$ cat src/rtl/sdrmon_pkg.sv
`timescale 1ns/1ps
package sdrmon_pkg;

   typedef enum logic [2:0] {
      CMD_DESEL = 3'd0,
      CMD_NOP   = 3'd1,
      CMD_ACT   = 3'd2,
      CMD_AREF  = 3'd3,
      CMD_OTHER = 3'd4
   } cmd_e;

   typedef enum logic [1:0] {
      MODE_RUN     = 2'd0,
      MODE_SREF    = 2'd1,
      MODE_PD_IDLE = 2'd2,
      MODE_PD_OPEN = 2'd3
   } mode_e;

   localparam int NUM_RULES   = 6;
   localparam int RULE_TRP    = 0;
   localparam int RULE_TRC    = 1;
   localparam int RULE_SRX    = 2;
   localparam int RULE_PDX    = 3;
   localparam int RULE_PDLONG = 4;
   localparam int RULE_SRBUSY = 5;
   localparam int CODE_W      = $clog2(NUM_RULES + 1);

   typedef struct packed {
      cmd_e kind;
      logic quiet;
   } cmd_t;

endpackage

$ cat src/rtl/sdrmon_decode.sv
`timescale 1ns/1ps
module sdrmon_decode
   import sdrmon_pkg::*;
(
   input  logic cs_n,
   input  logic ras_n,
   input  logic cas_n,
   input  logic we_n,
   output cmd_t cmd
);

   always_comb begin
      cmd.kind = CMD_OTHER;
      if (cs_n) begin
         cmd.kind = CMD_DESEL;
      end else begin
         case ({ras_n, cas_n, we_n})
            3'b111:  cmd.kind = CMD_NOP;
            3'b011:  cmd.kind = CMD_ACT;
            3'b001:  cmd.kind = CMD_AREF;
            default: cmd.kind = CMD_OTHER;
         endcase
      end
      cmd.quiet = (cmd.kind == CMD_DESEL) || (cmd.kind == CMD_NOP);
   end

endmodule

$ cat src/rtl/sdrmon_satcnt.sv
`timescale 1ns/1ps
module sdrmon_satcnt #(
   parameter int W       = 4,
   parameter int SAT     = 8,
   parameter int RST_VAL = 0
) (
   input  logic         clk,
   input  logic         rst_n,
   input  logic         zero,
   input  logic         load_one,
   input  logic         inc,
   output logic [W-1:0] cnt
);

   localparam logic [W-1:0] SAT_V = W'(SAT);
   localparam logic [W-1:0] RST_V = W'(RST_VAL);

   generate
      if (SAT >= (1 << W)) begin : g_bad_width
         $error("sdrmon_satcnt: SAT does not fit in W bits");
      end
      if (RST_VAL > SAT) begin : g_bad_rst
         $error("sdrmon_satcnt: RST_VAL above SAT");
      end
   endgenerate

   always_ff @(posedge clk or negedge rst_n) begin
      if (!rst_n) begin
         cnt <= RST_V;
      end else if (zero) begin
         cnt <= '0;
      end else if (load_one) begin
         cnt <= W'(1);
      end else if (inc && (cnt != SAT_V)) begin
         cnt <= cnt + W'(1);
      end
   end

endmodule

$ cat src/rtl/sdrmon_state.sv
`timescale 1ns/1ps
module sdrmon_state
   import sdrmon_pkg::*;
#(
   parameter int T_RP    = 3,
   parameter int T_RC    = 8,
   parameter int T_SREX  = 2,
   parameter int T_PDMAX = 1000,
   parameter int CNT_W   = 11
) (
   input  logic             clk,
   input  logic             rst_n,
   input  cmd_t             cmd,
   input  logic             cke,
   input  logic             banks_idle,
   output mode_e            mode,
   output logic [CNT_W-1:0] idle_cnt,
   output logic [CNT_W-1:0] rc_cnt,
   output logic [CNT_W-1:0] sx_cnt,
   output logic [CNT_W-1:0] pd_cnt,
   output logic             pdx_pend
);

   localparam int SX_LIM = T_RC + T_SREX;
   localparam int PD_SAT = T_PDMAX + 1;

   logic in_run, in_sref, in_pd;
   logic aref_run, sref_enter, pd_enter, sref_exit, pd_exit;

   always_comb begin
      in_run     = (mode == MODE_RUN);
      in_sref    = (mode == MODE_SREF);
      in_pd      = (mode == MODE_PD_IDLE) || (mode == MODE_PD_OPEN);
      aref_run   = in_run && cke && (cmd.kind == CMD_AREF);
      sref_enter = in_run && !cke && (cmd.kind == CMD_AREF);
      pd_enter   = in_run && !cke && (cmd.kind != CMD_AREF);
      sref_exit  = in_sref && cke;
      pd_exit    = in_pd && cke;
   end

   always_ff @(posedge clk or negedge rst_n) begin
      if (!rst_n) begin
         mode     <= MODE_RUN;
         pdx_pend <= 1'b0;
      end else begin
         pdx_pend <= pd_exit;
         if (sref_enter) begin
            mode <= MODE_SREF;
         end else if (pd_enter) begin
            mode <= banks_idle ? MODE_PD_IDLE : MODE_PD_OPEN;
         end else if (sref_exit || pd_exit) begin
            mode <= MODE_RUN;
         end
      end
   end

   // consecutive idle edges before the current one
   sdrmon_satcnt #(.W(CNT_W), .SAT(T_RP), .RST_VAL(0)) u_idle (
      .clk(clk), .rst_n(rst_n),
      .zero(!banks_idle), .load_one(1'b0), .inc(1'b1),
      .cnt(idle_cnt)
   );

   // distance from the last awake refresh
   sdrmon_satcnt #(.W(CNT_W), .SAT(T_RC), .RST_VAL(T_RC)) u_rc (
      .clk(clk), .rst_n(rst_n),
      .zero(1'b0), .load_one(aref_run), .inc(1'b1),
      .cnt(rc_cnt)
   );

   // distance from the last self refresh exit
   sdrmon_satcnt #(.W(CNT_W), .SAT(SX_LIM), .RST_VAL(SX_LIM)) u_sx (
      .clk(clk), .rst_n(rst_n),
      .zero(1'b0), .load_one(sref_exit), .inc(1'b1),
      .cnt(sx_cnt)
   );

   // edges spent asleep in power-down
   sdrmon_satcnt #(.W(CNT_W), .SAT(PD_SAT), .RST_VAL(0)) u_pd (
      .clk(clk), .rst_n(rst_n),
      .zero(pd_enter), .load_one(1'b0), .inc(in_pd && !cke),
      .cnt(pd_cnt)
   );

endmodule

$ cat src/rtl/sdrmon_rules.sv
`timescale 1ns/1ps
module sdrmon_rules
   import sdrmon_pkg::*;
#(
   parameter int T_RP    = 3,
   parameter int T_RC    = 8,
   parameter int T_SREX  = 2,
   parameter int T_PDMAX = 1000,
   parameter int CNT_W   = 11
) (
   input  cmd_t                 cmd,
   input  logic                 cke,
   input  logic                 banks_idle,
   input  mode_e                mode,
   input  logic [CNT_W-1:0]     idle_cnt,
   input  logic [CNT_W-1:0]     rc_cnt,
   input  logic [CNT_W-1:0]     sx_cnt,
   input  logic [CNT_W-1:0]     pd_cnt,
   input  logic                 pdx_pend,
   output logic [NUM_RULES-1:0] viol
);

   localparam logic [CNT_W-1:0] RP_V    = CNT_W'(T_RP);
   localparam logic [CNT_W-1:0] RC_V    = CNT_W'(T_RC);
   localparam logic [CNT_W-1:0] SX_V    = CNT_W'(T_RC + T_SREX);
   localparam logic [CNT_W-1:0] PDMAX_V = CNT_W'(T_PDMAX);

   logic in_run, in_pd, awake_aref, awake_act;

   always_comb begin
      in_run     = (mode == MODE_RUN);
      in_pd      = (mode == MODE_PD_IDLE) || (mode == MODE_PD_OPEN);
      awake_aref = in_run && cke && (cmd.kind == CMD_AREF);
      awake_act  = in_run && cke && (cmd.kind == CMD_ACT);

      viol              = '0;
      viol[RULE_TRP]    = awake_aref && (!banks_idle || (idle_cnt < RP_V));
      viol[RULE_TRC]    = (awake_aref || awake_act) && (rc_cnt < RC_V);
      viol[RULE_SRX]    = in_run && !cmd.quiet && (sx_cnt < SX_V);
      viol[RULE_PDX]    = in_run && pdx_pend && !cmd.quiet;
      viol[RULE_PDLONG] = in_pd && !cke && (pd_cnt == PDMAX_V);
      viol[RULE_SRBUSY] = in_run && !cke && (cmd.kind == CMD_AREF) && !banks_idle;
   end

endmodule

$ cat src/rtl/sdrmon_errlog.sv
`timescale 1ns/1ps
module sdrmon_errlog
   import sdrmon_pkg::*;
(
   input  logic                 clk,
   input  logic                 rst_n,
   input  logic                 clr,
   input  logic [NUM_RULES-1:0] viol,
   output logic [NUM_RULES-1:0] flags,
   output logic [CODE_W-1:0]    code
);

   logic [CODE_W-1:0] pick;

   generate
      for (genvar i = 0; i < NUM_RULES; i++) begin : g_flag
         always_ff @(posedge clk or negedge rst_n) begin
            if (!rst_n) begin
               flags[i] <= 1'b0;
            end else if (clr) begin
               flags[i] <= 1'b0;
            end else if (viol[i]) begin
               flags[i] <= 1'b1;
            end
         end
      end
   endgenerate

   // lowest index wins
   always_comb begin
      pick = '0;
      for (int i = NUM_RULES - 1; i >= 0; i--) begin
         if (viol[i]) pick = CODE_W'(i + 1);
      end
   end

   always_ff @(posedge clk or negedge rst_n) begin
      if (!rst_n) begin
         code <= '0;
      end else if (clr) begin
         code <= '0;
      end else if ((code == '0) && (pick != '0)) begin
         code <= pick;
      end
   end

endmodule

$ cat src/rtl/sdram_lp_monitor.sv
`timescale 1ns/1ps
module sdram_lp_monitor
   import sdrmon_pkg::*;
#(
   parameter int T_RP    = 3,
   parameter int T_RC    = 8,
   parameter int T_SREX  = 2,
   parameter int T_PDMAX = 1000
) (
   input  logic                 clk,
   input  logic                 rst_n,
   input  logic                 clr,
   input  logic                 cs_n,
   input  logic                 ras_n,
   input  logic                 cas_n,
   input  logic                 we_n,
   input  logic                 cke,
   input  logic                 banks_idle,
   output logic [NUM_RULES-1:0] err_flags,
   output logic                 err_any,
   output logic [CODE_W-1:0]    first_code,
   output logic [1:0]           mode
);

   localparam int MAX_A = (T_RC + T_SREX > T_RP) ? (T_RC + T_SREX) : T_RP;
   localparam int MAX_L = (T_PDMAX + 1 > MAX_A) ? (T_PDMAX + 1) : MAX_A;
   localparam int CNT_W = $clog2(MAX_L + 1) + 1;

   generate
      if (T_RP < 1)    begin : g_chk_rp  $error("T_RP must be at least 1");    end
      if (T_RC < 1)    begin : g_chk_rc  $error("T_RC must be at least 1");    end
      if (T_SREX < 0)  begin : g_chk_sx  $error("T_SREX must not be negative"); end
      if (T_PDMAX < 1) begin : g_chk_pd  $error("T_PDMAX must be at least 1"); end
   endgenerate

   cmd_t                 cmd;
   mode_e                mode_q;
   logic [CNT_W-1:0]     idle_cnt, rc_cnt, sx_cnt, pd_cnt;
   logic                 pdx_pend;
   logic [NUM_RULES-1:0] viol;

   sdrmon_decode u_dec (
      .cs_n(cs_n), .ras_n(ras_n), .cas_n(cas_n), .we_n(we_n),
      .cmd(cmd)
   );

   sdrmon_state #(
      .T_RP(T_RP), .T_RC(T_RC), .T_SREX(T_SREX), .T_PDMAX(T_PDMAX), .CNT_W(CNT_W)
   ) u_state (
      .clk(clk), .rst_n(rst_n), .cmd(cmd), .cke(cke), .banks_idle(banks_idle),
      .mode(mode_q), .idle_cnt(idle_cnt), .rc_cnt(rc_cnt), .sx_cnt(sx_cnt),
      .pd_cnt(pd_cnt), .pdx_pend(pdx_pend)
   );

   sdrmon_rules #(
      .T_RP(T_RP), .T_RC(T_RC), .T_SREX(T_SREX), .T_PDMAX(T_PDMAX), .CNT_W(CNT_W)
   ) u_rules (
      .cmd(cmd), .cke(cke), .banks_idle(banks_idle), .mode(mode_q),
      .idle_cnt(idle_cnt), .rc_cnt(rc_cnt), .sx_cnt(sx_cnt), .pd_cnt(pd_cnt),
      .pdx_pend(pdx_pend), .viol(viol)
   );

   sdrmon_errlog u_log (
      .clk(clk), .rst_n(rst_n), .clr(clr), .viol(viol),
      .flags(err_flags), .code(first_code)
   );

   assign err_any = |err_flags;
   assign mode    = mode_q;

endmodule

$ cat config.mk
export PLATFORM = sky130hd
export DESIGN_NAME = sdram_lp_monitor
export DESIGN_NICKNAME = d
export VERILOG_FILES = /design/src/rtl/sdrmon_pkg.sv /design/src/rtl/sdrmon_decode.sv /design/src/rtl/sdrmon_satcnt.sv /design/src/rtl/sdrmon_state.sv /design/src/rtl/sdrmon_rules.sv /design/src/rtl/sdrmon_errlog.sv /design/src/rtl/sdram_lp_monitor.sv
export SDC_FILE = /design/constraint.sdc
export NUM_CORES = 1
export LEC_CHECK = 0
export ABC_CLOCK_PERIOD_IN_PS = 3000
export BUFFER_PORTS_ARGS = -buffer_cell sky130_fd_sc_hd__buf_2
export CORE_MARGIN = 10
export CORE_UTILIZATION = 45
export CTS_CLUSTER_SIZE = 20
export DETAILED_ROUTE_END_ITERATION = 16
export GPL_ROUTABILITY_DRIVEN = 1
export PLACE_DENSITY = 0.73
export SLEW_MARGIN = 25
export SYNTH_ARGS = -nofsm -noshare
export SYNTH_HDL_FRONTEND = slang
export SYNTH_SLANG_ARGS = --single-unit
$ cat constraint.sdc
create_clock -name clk -period 3 [get_ports clk]
set_input_delay 0 -clock clk [delete_from_list [all_inputs] [get_ports clk]]
set_output_delay 0 -clock clk [all_outputs]
set_load 0.01 [all_outputs]
==> results.yml, run 1 <==
routing:
  drt_first_pass_iters: 4
  routed_wl_mm: 5.513
  drc: 0
  drtIter0Drc: 89
  avgViaCountPerCell: 5.349
  ant_nets: 0
  vias: 2097
  post_drt_wl_per_cell_um: 14.06
sta:
  tns_ns: 0
  hold_viol: 1
  setup_slack_ns: 1.059
  rsz0062_at_grt: "no"
  fin_crit_ns: 1.941
  worstMarginPinSlew_ns: 0.7719
  holdWs_ns: -0.005418
  setup_viol: 0
  fmax_ghz: 0.5151
  fin_skew_ns: 0.004390
  drv_slew: 0
  relSlewSlack: 0.4854
  min_period_over_period: 0.6471
finish:
  finalCoreUtilization: 0.5127
  diodes: 0
  area_delta_synth_final_pct: 10.16
  drive_gt1_frac: 0.1683
  fill_cells: 576
  fin_area_mm2: 0.003256
  layout_commonest_cell: "dfrtp_1"
  nets: 332
  final_cell_mix: "dfrtp_1, nor2_1, buf_2"
clock_network:
  clk_latency_ns: 0.31
  cts_htree_levels: 2
  cts.clk_slew.worst_paths_ns: 0.10
  cts_buffer_depth: 2
  ctsResizeCount: 0
  clkSinkCount: 56
  cts_tree: "yes"
  cts-root-buf: "clkbuf_8"
  numCtsBuffers: 5
die:
  ios: 21
  core_area_mm2: 0.006350
  die_area_mm2: 0.01021
  initial_core_util: 0.4654
  num_rows: 29
  die_x_um: 101.0
  die-height_um: 101.0
yosys:
  syn_nets: 306
  synth_area_per_cell_um2: 10.23
  synth_top_flop_cell: "dfrtp_1"
  yosys_warnings: 0
  synth_area_mm2: 0.002955
  ys_ff_latch: 56
  seq_area_frac_synth: 0.4754
  synth_edf_count: 0
  synth_async_sr_flop_share: 1.000
  syn-instance-count: 289
  synth_cell_types: 53
setup_path:
  cp_data_arrival_time_ns: 2.17
  crit_required_ns: 3.23
  cp-start-kind: "flop"
  endpoint_kind: "flop"
  worstPathMaxFanout: 6
  critPathKind: "reg2reg"
global_route:
  grt_pass1_wl_mm: 10.06
  grt_overflow: 0
  track_usage: 0.1183
  antenna_found_initial: 0
  grt_pass1_vias: 2183
  grt_max_degree: 37
placed_design:
  portBuffers: 20
  post-place-ws_ns: 1.051
  place_area_mm2: 0.003139
  place.gp.congestion: 0.8307
  hpwl_mm: 4.062
outcome:
  outcome: "complete, but fails checks"
  violations: "negative hold slack"
power_and_ir_drop:
  p_per_area_mw_per_mm2: 620.2
  ir_worst_vdd_mv: 0.3149
  leakage_nw: 1.496
  total_power_mw: 2.019
hold_path:
  hp-class: "in2reg"
run:
  maxCapViolCount: 0
## kinds of logic after synthesis
| logic type | after synthesis | synth area share |
|---|---|---|
| buf+inv | 17 | 0.02455 |
| xor+xnor | 33 | 0.09780 |
| mux | 2 | 0.006774 |
| fa+ha+maj | 8 | 0.03387 |
| flops | 56 | 0.4754 |
| compound gates | 28 | 0.07579 |
| simple gates | 145 | 0.2858 |
## power by group
part | switching, mW | internal (mW) | total [mW]
Combinational | 0.269 | 0.241 | 0.510
Clock | 0.237 | 0.206 | 0.443
Sequential | 0.168 | 0.898 | 1.07
Total | 0.674 | 1.34 | 2.02
## worst max-delay path, cell delays in order (launching register included)
cell and delay (ns):
dfrtp_1 0.45, or4b_4 0.62, o31ai_4 0.39, nor3_2 0.11, nand3_1 0.11, mux2i_1 0.19
## cell usage after synthesis, types with 2 or more instances
cell      number  share of area
mux2i_1        2         0.0068
and3_2         2         0.0051
nor2_1        36          0.046
nand4_1       13          0.028
nand2_1       16          0.020
nand2b_1       7          0.015
nor4_1         4         0.0085
ha_1           8          0.034
and4_1         2         0.0059
o21ai_0        4         0.0068
nor4_2         2         0.0085
or4b_4         2         0.0093
nand3b_1       3         0.0076
inv_1         11          0.014
dfrtp_1       53           0.45
or3_1          4         0.0085
or4_1          2         0.0051
a21oi_1       11          0.019
clkbuf_1       4         0.0051
nor3_1         5         0.0085
xnor2_1       17          0.050
and3_1         4         0.0085
and2_1         9          0.019
dfstp_2        3          0.027
nand3_1       19          0.032
a21boi_0       4          0.010
xor2_1        16          0.047
## metal layers
metal,track usage,vias to the layer above,wire length (um)
met1,0.1427,1018,2526
met3,0.02949,7,172
li1,-,1058,-
met5,0,-,0
met2,0.2012,14,2749
met4,0.03644,0,65
## flip-flops by register name, summed over array words and instances, names as in the netlist
signal and count:
u_log.flags 6, u_state.mode 2, u_state.u_sx.cnt 11, u_log.code 3, u_state.u_rc.cnt 11, u_state.pdx_pend 1, u_state.u_pd.cnt 11, u_state.u_idle.cnt 11
## final timing paths
| path | slack, ns | startpoint | cells after the start | endpoint |
|---|---|---|---|---|
| max | 1.06 | u_state.u_pd.cnt[2] | 5 | u_state.u_pd.cnt[7] |
| min | -0.005 | clr | 2 | u_log.flags[1] |
| max reg2reg | 1.06 | u_state.u_pd.cnt[2] | 5 | u_state.u_pd.cnt[7] |
| min reg2reg | 0.53 | u_log.flags[5] | 2 | u_log.flags[5] |
| max in group asynchronous | 1.94 | rst_n | 3 | u_state.u_pd.cnt[3] |
| min in group asynchronous | 0.30 | rst_n | 2 | u_state.u_idle.cnt[6] |
## layout make-up
type,count,area [um2],area share
clock buffer,7,96.34,0.02959
inverter,12,45.04,0.01384
multi-input combinational,216,1478,0.4539
sequential,56,1405,0.4316
tap,77,96.34,0.02959
timing repair buffer,24,135.1,0.04151
## per-stage QoR
stage	hold WS [ns]	cells
after floorplan	-0.2956	289
after global placement	0.1290	383
after detailed placement	0.1398	383
after CTS	0.0009719	392
after global routing	0.004451	392
final	-0.005418	392
## timing repair
item                      4_1_cts  5_1_grt
hold buffers                    2        0
hold endpoints to repair       33        0
setup buffers                   0        0
Power figures use the tool's default switching activity.
==> run 2: changes to the inputs <==
ABC_AREA = 1   (was default)
ABC_CLOCK_PERIOD_IN_PS = 1920   (was 3000)
clock period = 1.92 ns   (was 3 ns; I/O delays follow)
==> run 2 against run 1 <==
The flow now finishes without violations. Die area rose by 2.0%. Count of clock-buffer cells in the layout fell by 2. Critical path depth rose by 5. Largest cell class is now registers. Flip-flop and latch count did not move. Setup slack got worse by 0.80 ns. Fmax rose by 17%. Combinational power rose by 90%. Critical endpoint is now u_state.u_idle.cnt[10]. Power rose by 68%.
==> results.yml, run 2 <==
outcome:
  outcome: "finished clean"
setup_path:
  cp.depth: 10
  cp_data_arrival_time_ns: 1.87
  crit_required_ns: 2.13
  path_delay_family: "simple AND/OR/NAND/NOR gates"
  cp_common_cell: "nand2_1"
  crit_chain: "ha_1, nand2_1, nor2_1, inv_1, nor3_2, nand2_1, inv_1, nand2_1, o21ai_0, a21oi_1"
  critical_path_buf_inv_count: 2
  cp-start-kind: "flop"
  worstPathMaxFanout: 4
  crit_slowest_cell: "dfrtp_1"
  rr_worst_depth: 10
  rrSetupSlack_ns: 0.26
  critPathKind: "reg2reg"
  critPathMaxStageDelay_ns: 0.42
  endpoint_kind: "flop"
sta:
  min_period_over_period: 0.8654
  rsz0062_at_grt: "no"
  fin_skew_ns: 0.02023
  fmax_ghz: 0.6018
  setup_viol: 0
  worstMarginPinSlew_ns: 0.5160
  drv_slew: 0
  fin_crit_ns: 1.662
  relSlewSlack: 0.6560
  hold_viol: 0
  tns_ns: 0
die:
  die_x_um: 102.1
  ios: 21
  core_area_mm2: 0.006459
  num_rows: 29
  die_area_mm2: 0.01042
  initial_core_util: 0.4692
  die-height_um: 102.1
yosys:
  synth_top_flop_cell: "dfrtp_1"
  ys_ff_latch: 56
  synth_area_per_cell_um2: 7.871
  synth.most_common_cell: "nand2_1"
  synth_top_area_share: 0.4377
  synth_area_mm2: 0.003030
  synth_cell_types: 33
  synth_async_sr_flop_share: 1.000
  synth_edf_count: 0
  yosys_warnings: 0
  syn-instance-count: 385
  synth_common_cells: "nand2_1, inv_1, dfrtp_1"
  yosys.area.top_type: "dfrtp_1"
  syn_nets: 402
  seq_area_frac_synth: 0.4637
  ys_top_cells_by_area: "dfrtp_1, nand2_1, inv_1"
power_and_ir_drop:
  leakage_nw: 1.664
  cellInternalPower_mw: 2.180
  power_frac_seq: 0.487
  p_clk_frac: 0.227
  ir_worst_vdd_mv: 0.4323
  comb_power_share: 0.285
  swShare: 0.3573
  p_per_area_mw_per_mm2: 1000
  p_switching_mw: 1.212
routing:
  ant_nets: 0
  route.met3.wl_um: 276
  vias: 2487
  post_drt_wl_per_cell_um: 12.21
  avgViaCountPerCell: 5.045
  dr_wl_met2_mm: 2.721
  routed_wl_mm: 6.021
  drc: 0
  met1Wirelength_mm: 2.938
  drt_first_pass_iters: 5
  drtIter0Drc: 92
  dr.max_layer_used: "met4"
placed_design:
  portBuffers: 20
  place_inst: 481
  place.gp.congestion: 0.8707
  hpwl_mm: 4.629
clock_network:
  cts_tree: "yes"
  cts-root-buf: "clkbuf_8"
  ctsResizeCount: 0
  numCtsBuffers: 5
  post-cts-setup-buffer-count: 0
  clkSinkCount: 56
  cts.clk_slew.worst_paths_ns: 0.11
  cts_buffer_depth: 2
  clk_latency_ns: 0.31
  holdBufCountCts: 4
  cts_htree_levels: 2
global_route:
  grt_pass1_vias: 2432
  grt_overflow: 0
  antenna_found_initial: 0
  track_usage: 0.1216
  grt_max_degree: 37
  grt_pass1_wl_mm: 10.54
finish:
  layout_commonest_cell: "nand2_1"
  final_cell_mix: "nand2_1, inv_1, dfrtp_1"
  area_delta_synth_final_pct: 11.89
  diodes: 0
  nets: 432
  finalCoreUtilization: 0.5250
  drive_gt1_frac: 0.1394
  fin_cells: 493
hold_path:
  hp-class: "in2reg"
  whs_path_depth: 5
run:
  maxCapViolCount: 0
-- run 2: cell types whose count changed after synthesis, sizes merged, moves of 8 or more --
cell | previous run | this run
xnor2 | 17 | 0
xor2 | 16 | 5
inv | 12 | 66
and2 | 9 | 1
nand2 | 16 | 70
nor2 | 37 | 52
o21ai | 4 | 27
nand3 | 19 | 29
a21oi | 11 | 26
nor3 | 6 | 18
-- run 2: cells by family after synthesis --
| family | Yosys count | synth area share |
|---|---|---|
| flops | 56 | 0.4637 |
| xor+xnor | 5 | 0.01445 |
| fa+ha+maj | 8 | 0.03303 |
| buf+inv | 69 | 0.08630 |
| simple gates | 185 | 0.2936 |
| compound gates | 62 | 0.1090 |
-- run 2: metrics by stage --
stage / setup WS [ns] / cell area (um2) / power, mW / hold WS (ns)
floorplan: 0.4497 / 3030 / 2.359 / -0.2956
global placement: 0.3382 / 3239 / 2.593 / -0.002090
detailed placement: 0.2674 / 3239 / 2.635 / 0.003575
CTS: 0.2711 / 3391 / 3.423 / 0.1599
global route: 0.01209 / 3391 / 3.679 / 0.2024
finish: 0.2584 / 3391 / 3.392 / 0.1565
-- run 2: power by group through the flow --
stage                     logic (mW)  clock network, mW  registers (mW)
after floorplan                0.726                  0            1.63
after global placement         0.935                  0            1.66
after detailed placement       0.961                  0            1.67
after CTS                      0.973              0.797            1.65
after global routing            1.14              0.840            1.70
final                          0.968              0.770            1.65
-- run 2: layout make-up --
| type | instances | area [um2] |
|---|---|---|
| Fill cell | 605 | 3068 |
| Sequential cell | 56 | 1405 |
| Multi-Input combinational cell | 260 | 1364 |
| Inverter | 67 | 254.0 |
| Timing Repair Buffer | 25 | 160.2 |
| Tap cell | 77 | 96.34 |
| Clock buffer | 5 | 68.82 |
| Clock inverter | 3 | 42.54 |
-- run 2: path summary, 6_finish.rpt --
kind | from | endpoint
setup / recovery | u_state.u_idle.cnt[1] | u_state.u_idle.cnt[10]
hold / removal | we_n | u_log.flags[1]
setup reg to reg | u_state.u_idle.cnt[1] | u_state.u_idle.cnt[10]
hold reg to reg | u_state.u_rc.cnt[9] | u_state.u_rc.cnt[9]
max in group asynchronous | rst_n | u_state.u_sx.cnt[1]
min in group asynchronous | rst_n | u_state.u_rc.cnt[0]
-- run 2: tightest hold or removal path, delay by kind of cell --
family | cells | cell delay, ns
simple gates | 3 | 0.24
buf+inv | 1 | 0.12
compound gates | 1 | 0.08
-- run 2: layer usage --
metal / GRT usage / vias up
li1: - / 1307
met1: 0.1550 / 1143
met2: 0.1965 / 28
met3: 0.02699 / 9
met4: 0.04772 / 0
met5: 0 / -
==> run 3: changes to the inputs <==
ABC_AREA = 0   (was 1)
SLEW_MARGIN = 20   (was 25)
SYNTH_HIERARCHICAL = 1   (was default)
==> run 3 against run 2 <==
Wire length increased by 32%. First-iteration DRC count up 45%. Core utilization increased by 1.2 points.
==> results.yml, run 3 <==
routing:
  routed_wl_mm: 7.933
  route.met3.wl_um: 209
  met1Wirelength_mm: 3.844
  dr_wl_met2_mm: 3.750
  dr.max_layer_used: "met4"
  avgViaCountPerCell: 5.712
  ant_nets: 0
  vias: 3073
  post_drt_wl_per_cell_um: 14.75
  drtIter0Drc: 133
  drt_first_pass_iters: 4
  drc: 0
setup_path:
  cp_data_arrival_time_ns: 2.06
  crit_chain: "ha_1, or2b_2, or4_1, nand3_1"
  crit_required_ns: 2.17
  crit_slowest_cell: "or4_1"
  worstPathMaxFanout: 6
  cp-start-kind: "flop"
  endpoint_kind: "flop"
  critical_path_buf_inv_count: 0
  critPathMaxStageDelay_ns: 0.52
  critPathKind: "reg2reg"
  setup.worst_path.start: "u_state/u_idle/cnt[0]"
  rr_startpoint: "u_state/u_idle/cnt[0]"
  path_delay_family: "simple AND/OR/NAND/NOR gates"
clock_network:
  post-cts-setup-buffer-count: 0
  cts_tree: "yes"
  ctsResizeCount: 0
  clk_latency_ns: 0.31
  cts-root-buf: "clkbuf_8"
  cts_htree_levels: 2
  holdBufCountCts: 2
  clkSinkCount: 56
  cts_buffer_depth: 2
  cts.clk_slew.worst_paths_ns: 0.10
  numCtsBuffers: 5
sta:
  worstMarginPinSlew_ns: 0.5364
  drv_slew: 0
  fin_crit_ns: 1.807
  min_period_over_period: 0.9409
  tns_ns: 0
  relSlewSlack: 0.6414
  fin_skew_ns: 0.007151
  setup_viol: 0
  hold_viol: 0
  fmax_ghz: 0.5535
  rsz0062_at_grt: "no"
  setup_slack_ns: 0.1134
yosys:
  ys_ff_latch: 56
  ys_top_cells_by_area: "dfrtp_1, nor2_1, a21oi_1"
  synth_top_flop_cell: "dfrtp_1"
  synth_top_area_share: 0.3846
  synth_async_sr_flop_share: 1.000
  synth_cell_types: 61
  synth.most_common_cell: "dfrtp_1"
  yosys.area.top_type: "dfrtp_1"
  synth_area_per_cell_um2: 9.147
  synth_area_mm2: 0.003448
  synth_edf_count: 0
  seq_area_frac_synth: 0.4075
  synth_common_cells: "dfrtp_1, nor2_1, nand2_1"
  syn-instance-count: 377
  yosys_warnings: 6
power_and_ir_drop:
  total_power_mw: 2.324
  p_switching_mw: 0.6060
  ir_worst_vdd_mv: 0.3744
  cellInternalPower_mw: 1.717
  leakage_nw: 1.652
  swShare: 0.2608
  p_per_area_mw_per_mm2: 587.3
  p_clk_frac: 0.333
  comb_power_share: 0.130
  power_frac_seq: 0.538
placed_design:
  portBuffers: 20
  place.gp.congestion: 0.8731
  place_area_mm2: 0.003829
  hpwl_mm: 5.886
  post-place-ws_ns: 0.08609
finish:
  drive_gt1_frac: 0.1481
  layout_commonest_cell: "dfrtp_1"
  final_cell_mix: "dfrtp_1, nor2_1, conb_1"
  area_delta_synth_final_pct: 14.73
  fin_area_mm2: 0.003956
  diodes: 0
  nets: 454
die:
  num_rows: 31
  die_x_um: 107.5
  ios: 21
  core_area_mm2: 0.007370
  die-height_um: 107.5
  die_area_mm2: 0.01156
  initial_core_util: 0.4679
global_route:
  track_usage: 0.1403
  grt_pass1_wl_mm: 13.74
  grt_max_degree: 31
  grt_pass1_vias: 3018
  grt_overflow: 0
  antenna_found_initial: 0
run:
  maxCapViolCount: 0
hold_path:
  hp-class: "in2reg"
  hold_start: "cke"
outcome:
  outcome: "finished clean"
==> run 3: cell count changes after synthesis, sizes merged, moves of 7 or more <==
| cell | change |
|---|---|
| inv | -53 |
| nand2 | -45 |
| or3 | +17 |
| nor2 | -16 |
| or4 | +16 |
| o21ai | -13 |
| nor4b | +11 |
| nor3 | -9 |
| nand2b | +7 |
| o211ai | +7 |
| o31ai | +7 |
==> run 3: worst register-to-register path, delay by kind of cell (launching register included) <==
kind                       cells  cell delay [ns]
and+or+nand+nor                3             1.00
DFF                            1             0.45
adders and majority gates      1             0.30
==> run 3: through the flow <==
step / hold slack, ns / instances / util
floorplan: -0.2956 / 407 / -
global placement: -0.08204 / 528 / 0.5195
detailed placement: -0.08281 / 528 / 0.5195
CTS: 0.05146 / 538 / 0.5368
global route: 0.06890 / 538 / 0.5368
finish: 0.06618 / 538 / 0.5368
==> run 3: cells by family (layout without fill, tap and decap cells) <==
kind of cell	count (synthesis)	count (layout)	synth area share
simple gates	198	198	0.3498
compound gates	81	81	0.1575
flops	56	56	0.4075
buf+inv	23	55	0.03120
fa+ha+maj	7	7	0.02540
xor+xnor	7	7	0.01778
mux	3	3	0.008709
other cells	2	32	0.002178
==> run 3: routing by layer <==
layer | vias up | global-route usage
met4 | 0 | 0.04771
met1 | 1485 | 0.1811
met2 | 41 | 0.2316
met3 | 11 | 0.02335
met5 | - | 0
li1 | 1536 | -
==> run 3: worst paths after layout <==
path	endpoint	slack, ns	depth (start not counted)
worst min-delay path	u_state/pdx_pend	0.07	2
min in group asynchronous	u_state/u_sx/cnt[5]	0.11	2
worst max-delay path	u_state/u_idle/cnt[1]	0.11	4
worst min register to register	u_log/flags[5]	0.53	2
worst max register to register	u_state/u_idle/cnt[1]	0.11	4
max in group asynchronous	u_state/u_rc/cnt[3]	1.27	3
==> run 3: power groups by stage <==
stage,clock network [mW],registers (mW),logic (mW)
2_1_floorplan,0,1.27,0.179
3_3_place_gp,0,1.27,0.287
3_5_place_dp,0,1.27,0.295
4_1_cts,0.798,1.25,0.299
5_1_grt,0.839,1.26,0.341
6_report,0.773,1.25,0.302
==> run 3: cell type report <==
| cell class | instances | area [um2] |
|---|---|---|
| well taps | 99 | 123.9 |
| inverters | 13 | 48.80 |
| clock inverters | 2 | 35.03 |
| fillers | 711 | 3413 |
| multi-input cells | 328 | 2048 |
| flip-flops and latches | 56 | 1405 |
| clock buffers | 6 | 72.57 |
| repair buffers | 34 | 222.7 |
